**src/rtl/sdmmc_irq_agg.sv**
```systemverilog
module sdmmc_irq_agg #(
  parameter int STAT_W   = 32,
  parameter int EVT_N    = 11,
  parameter int SDIO_W   = 16,
  parameter int ADDR_W   = 3,
  parameter int WP_BIT   = 16,
  parameter int BUSY_BIT = 17
) (
  input  logic              clk,
  input  logic              rst_n,
  input  logic              bus_we,
  input  logic [ADDR_W-1:0] bus_addr,
  input  logic [STAT_W-1:0] bus_wdata,
  output logic [STAT_W-1:0] bus_rdata,
  input  logic [EVT_N-1:0]  evt_i,
  input  logic              wp_i,
  input  logic              busy_i,
  input  logic              sdio_evt_i,
  output logic              irq_o
);

  localparam logic [ADDR_W-1:0] A_STAT  = ADDR_W'(0);
  localparam logic [ADDR_W-1:0] A_MASK  = ADDR_W'(1);
  localparam logic [ADDR_W-1:0] A_SSTAT = ADDR_W'(2);
  localparam logic [ADDR_W-1:0] A_SMASK = ADDR_W'(3);
  localparam logic [ADDR_W-1:0] A_SCTRL = ADDR_W'(4);

  logic [EVT_N-1:0]  stat_q;
  logic [STAT_W-1:0] mask_q;
  logic              sdio_q;
  logic [SDIO_W-1:0] sdio_mask_q;
  logic              sdio_en_q;
  logic              irq_q;

  logic wr_stat, wr_mask, wr_sstat, wr_smask, wr_sctrl;
  assign wr_stat  = bus_we && (bus_addr == A_STAT);
  assign wr_mask  = bus_we && (bus_addr == A_MASK);
  assign wr_sstat = bus_we && (bus_addr == A_SSTAT);
  assign wr_smask = bus_we && (bus_addr == A_SMASK);
  assign wr_sctrl = bus_we && (bus_addr == A_SCTRL);

  logic [EVT_N-1:0] stat_d;
  logic             sdio_d;
  assign stat_d = (wr_stat ? (stat_q & bus_wdata[EVT_N-1:0]) : stat_q) | evt_i;
  assign sdio_d = (wr_sstat ? (sdio_q & bus_wdata[0]) : sdio_q) | (sdio_evt_i & sdio_en_q);

  logic sd_pend, sdio_pend;
  assign sd_pend   = |(stat_q & ~mask_q[EVT_N-1:0]);
  assign sdio_pend = sdio_q & ~sdio_mask_q[0] & sdio_en_q;

  always_ff @(posedge clk or negedge rst_n) begin
    if (!rst_n) begin
      stat_q      <= '0;
      mask_q      <= '1;
      sdio_q      <= 1'b0;
      sdio_mask_q <= '1;
      sdio_en_q   <= 1'b0;
      irq_q       <= 1'b0;
    end else begin
      stat_q <= stat_d;
      sdio_q <= sdio_d;
      if (wr_mask)  mask_q      <= bus_wdata;
      if (wr_smask) sdio_mask_q <= bus_wdata[SDIO_W-1:0];
      if (wr_sctrl) sdio_en_q   <= bus_wdata[0];
      irq_q <= sd_pend | sdio_pend;
    end
  end

  assign irq_o = irq_q;

  logic [STAT_W-1:0] stat_word;
  always_comb begin
    stat_word              = '0;
    stat_word[EVT_N-1:0]   = stat_q;
    stat_word[WP_BIT]      = wp_i;
    stat_word[BUSY_BIT]    = busy_i;
  end

  always_comb begin
    case (bus_addr)
      A_STAT:  bus_rdata = stat_word;
      A_MASK:  bus_rdata = mask_q;
      A_SSTAT: bus_rdata = STAT_W'(sdio_q);
      A_SMASK: bus_rdata = STAT_W'(sdio_mask_q);
      A_SCTRL: bus_rdata = STAT_W'(sdio_en_q);
      default: bus_rdata = '0;
    endcase
  end

endmodule


```
**config.mk**
```make
export PLATFORM = sky130hd
export DESIGN_NAME = sdmmc_irq_agg
export DESIGN_NICKNAME = d
export VERILOG_FILES = /design/src/rtl/sdmmc_irq_agg.sv
export SDC_FILE = /design/constraint.sdc
export NUM_CORES = 1
export LEC_CHECK = 0
export CORE_ASPECT_RATIO = 0.9
export CORE_MARGIN = 2
export CORE_UTILIZATION = 40
export CTS_CLUSTER_SIZE = 20
export DETAILED_ROUTE_END_ITERATION = 16
export GPL_TIMING_DRIVEN = 1
export PLACE_DENSITY = 0.69
export SYNTH_ARGS = -nofsm -noshare
export SYNTH_HDL_FRONTEND = slang
export SYNTH_SLANG_ARGS = --single-unit
```
**constraint.sdc**
```tcl
create_clock -name clk -period 1.7 [get_ports clk]
set_clock_uncertainty 0.15 [all_clocks]
set_input_delay 0.34 -clock clk [delete_from_list [all_inputs] [get_ports clk]]
set_output_delay 0.34 -clock clk [all_outputs]
set_load 0.005 [all_outputs]
```
; Word-level counts from Yosys, hierarchy flattened
; Cells that the tools add are included.
[word_totals]
regBits = 62
inputBits = 52
out_inout_bits = 33
elab_cells = 31
[op_classes]
n_eq_ne = 4
mux = 3
bitwise = 11
n_reduce_logical = 7
[op_table]
columns = op, count
row1 = $pmux W32 S5, 1
row2 = $and A11 B11 Y11, 2
row3 = $mux W11, 1
row4 = $not A11 Y11, 1
row5 = $or A11 B11 Y11, 1
row6 = $reduce_or A11 Y1, 1
row7 = $eq A3 B2 Y1 const B, 2
row8 = $logic_and A1 B1 Y1, 5
row9 = $and A1 B1 Y1, 4
row10 = $eq A3 B1 Y1 const B, 1
row11 = $eq A3 B3 Y1 const B, 1
row12 = $logic_not A3 Y1, 1
row13 = $or A1 B1 Y1, 2
row14 = $mux W1, 1
row15 = $not A1 Y1, 1

; Depth between registers and ports, before layout
[logic_depth]
depth_word = 4
mapped_depth = 6

; Worst setup path after synthesis
; OpenSTA, ideal clock, no wires.
[synth_path]
path_type = input-to-output
from = input bus_addr[2]
to = output bus_rdata[18]
arrival_time_ns = 1.170
setup_slack_ns = 0.040
stages = 4
cell_sequence = buf_2 nor3b_1 clkbuf_1 and2_1
[synth_via]
elab_chain_len = 2
elab_cells_between_ends = 6
[synth_rtl]
columns = element, line_no
row1 = start: declaration, 12  ; input logic [ADDR_W-1:0] bus_addr,
row2 = $eq A3 B3 Y1 (tied with other cells), 80  ; case (bus_addr)
row3 = $pmux W32 S5 *, 80
row4 = end: declaration, 14  ; output logic [STAT_W-1:0] bus_rdata,
; Every way passes the cells marked *; elsewhere a longest branch is shown, timed or not.

; Worst setup path in the final report
[layout_path]
from = register sdio_q
to = output bus_rdata[0]
[layout_via]
elab_chain_len = 1
[layout_rtl]
columns = element, line_no
row1 = start: declaration, 30  ; logic sdio_q;
row2 = start signal: assignment, 61  ; sdio_q <= sdio_d;
row3 = $pmux W32 S5, 80
; Every way passes these cells.

==> out/qor.txt <==
total clock buffers created by CTS -> 9
top-level I/O count -> 85
synth-to-layout area growth -> 46.7%
area fraction in compound gates after synthesis -> 6.85%
Cell Count Post-Placement -> 461
count of H-tree levels built during CTS -> 3
final routed wirelength across all metal layers -> 7.38 mm
Crit Path Class -> register to output port
number of core rows -> 30
Max VDD drop -> 0.437 mV
portion of synthesized cell area occupied by the leading cell type -> 40.9%
WL per Instance -> 15.1 um
unrepaired setup endpoints after global routing -> true
count of different cell masters after synthesis -> 31
cell at the root of the clock tree -> sky130_fd_sc_hd__clkbuf_8
mux cell area share after synthesis -> 23.0%
maximum number of pins on one net before global-route repair -> 63
post-synthesis instance area -> 3090 sq um
count of placed standard cells in the final layout, fillers left out -> 488
area of the core region -> 7510 sq um
count of synthesis-stage warnings from yosys -> 0
number of enable-type register cells in the synthesized netlist -> 0
Die Y -> 87.3 um
starting density of the core -> 41.1%
dominant combinational cell family by area after synthesis -> multiplexers
WP data required -> 1210 ps
wire length of the first global-routing pass -> 11.6 mm
Final Hold Violating Endpoints -> 0
total negative slack for setup checks -> -864 ps
total setup violations reported at the end of the flow -> 13
share of synthesized area occupied by flip-flops and latches -> 52.2%
CP endpoint kind -> output port
Filler Cells Inserted -> 643
Final Critical Period -> 1810 ps
predominant post-synthesis flop cell -> sky130_fd_sc_hd__dfstp_2
library cell with the largest summed area after synthesis -> sky130_fd_sc_hd__dfstp_2
total congestion overflow -> 0
average size of a mapped cell -> 12.1 sq um
width of the die -> 96.6 um
number of instances in the synthesized netlist -> 255
MaxCap Viol Count -> 0
largest fanout on the critical path -> 2
final core utilization -> 60.3%
data arrival time of the critical path -> 1320 ps
routability congestion estimate from global placement -> 0.771
top post-synthesis cells by area -> sky130_fd_sc_hd__dfstp_2, sky130_fd_sc_hd__mux2_2, sky130_fd_sc_hd__dfrtp_1
insertion delay of the later-clocked pin in the worst-skew pair -> 330 ps
number of vias per cell -> 4.84
count of routing violations after the opening detailed-route iteration -> 98
initial antenna violation count -> 0
fraction of synthesis flops using an asynchronous set or reset pin -> 100%
ratio of cells with drive above 1 in the final layout -> 55.6%
most numerous cell in the Yosys netlist -> sky130_fd_sc_hd__dfstp_2
ANT nets after route -> 0
Max Freq -> 0.552 GHz
Clk pin slew, worst setup/hold paths -> 60 ps
Worst Setup Start Kind -> register
share of synthesized cell area in full adder, half adder and majority cells -> 0%
final net count -> 440
drc violations -> 0
Final Max Tran Viols -> 0
Via Count -> 2364
Leakage Power -> 2.02 nW
GRT Overall Usage -> 18.4%
result of the run -> finished, violations left
length of the first detailed-routing pass in iterations -> 4
Port-buffer cells -> 84
minimum setup slack in the final design -> -112 ps
pwr/cell area -> 917 nW/um^2
final clock period utilization by the worst path -> 107%
net count after synthesis -> 307
CTS tree -> yes
diode insertion count for antenna repair -> 0
synthesized-area fraction occupied by and/or/nand/nor cells -> 12.9%
Synth top cells by count -> sky130_fd_sc_hd__dfstp_2, sky130_fd_sc_hd__mux2_2, sky130_fd_sc_hd__nor2_1
violations in the final reports -> setup timing
worst-case clock buffer depth -> 2
DPL Wire Length -> 4.96 mm
XOR/XNOR share of the synthesized area -> 0%
relative max-transition margin -> 72.9%
CTS sink count -> 62
number of global-route vias before repair -> 2325
Synth Register Bits -> 62
transition time at the pin with the least slew margin -> 407 ps
Fin Hold WS -> 252 ps
area of the die -> 8440 sq um
worst hold path type -> input port to register
==> final cells by class <==
type / instances / area, sq um / share of cell area [%]
clock buffer: 14 / 173 / 3.81
clock inverter: 1 / 5.00 / 0.110
inverter: 11 / 41.3 / 0.912
multi-input combinational: 167 / 1360 / 29.9
sequential: 62 / 1610 / 35.6
tap: 96 / 120 / 2.65
timing repair buffer: 137 / 1220 / 27.0
==> cells in the final DEF (no fill, tap or decap), drive strengths merged, types with 13 or more instances in the layout <==
master         count
buf               84
dfstp             48
mux2              48
clkdlybuf4s50     46
nor2              26
clkbuf            18
mux2i             17
and2              15
dfrtp             14
o21ai             13
==> registers in the layout, indices dropped and copies added (netlist names) <==
| name | flops |
|---|---|
| mask_q | 32 |
| sdio_mask_q | 16 |
| stat_q | 11 |
| irq_o | 1 |
| sdio_en_q | 1 |
| sdio_q | 1 |
==> per-stage QoR <==
stage / power (mW) / cell area [sq um] / setup WS [ps]
finish: 4.15 / 4530 / -112
global route: 4.39 / 4530 / -238
CTS: 4.20 / 4550 / -183
detailed placement: 3.00 / 4290 / -902
global placement: 2.96 / 4290 / -905
floorplan: 2.50 / 3090 / 39.9
==> path summary, 6_finish.rpt <==
path | from | end | slack [ps] | cells past startpoint
max | sdio_q | bus_rdata[0] | -110 | 4
min | bus_addr[0] | sdio_en_q | 250 | 3
max reg2reg | mask_q[0] | irq_o | 210 | 4
min reg2reg | stat_q[0] | stat_q[0] | 370 | 2
max in group asynchronous | rst_n | sdio_mask_q[7] | 690 | 3
min in group asynchronous | rst_n | irq_o | 400 | 3
==> cell families after synthesis <==
logic type             count (synthesis)
and+or+nand+nor                       70
DFF                                   62
muxes                                 65
AOI/OAI and AO/OA                     32
buffers and inverters                 26
==> power breakdown <==
part           total [mW]  switching, mW  internal (mW)
combinational       0.926          0.343          0.582
sequential           2.05          0.130           1.92
clock                1.18          0.538          0.640
total                4.15           1.01           3.14
==> per-layer routing <==
layer | vias to the layer above | track usage [%] | part of all wire (%)
met2 | 59 | 27.6 | 48
met4 | 0 | 7.30 | 1.6
li1 | 1144 | - | -
met5 | - | 0 | 0
met1 | 1150 | 26.0 | 46
met3 | 11 | 4.07 | 5.0
==> worst max-delay path, stage by stage, from the launching register on <==
cell and delay (ps):
sky130_fd_sc_hd__dfrtp_1 380, sky130_fd_sc_hd__mux2_2 270, sky130_fd_sc_hd__a21oi_2 140, sky130_fd_sc_hd__o22ai_2 70, sky130_fd_sc_hd__buf_2 130
==> repair_timing <==
action	CTS	global route
setup buffers	13	0
hold endpoints to repair	14	0
resized for setup	162	16
cloned	1	0
hold buffers	1	0
pin swaps	20	16
setup endpoints to repair	91	31
Note: power is estimated with default switching activity, not from simulation.
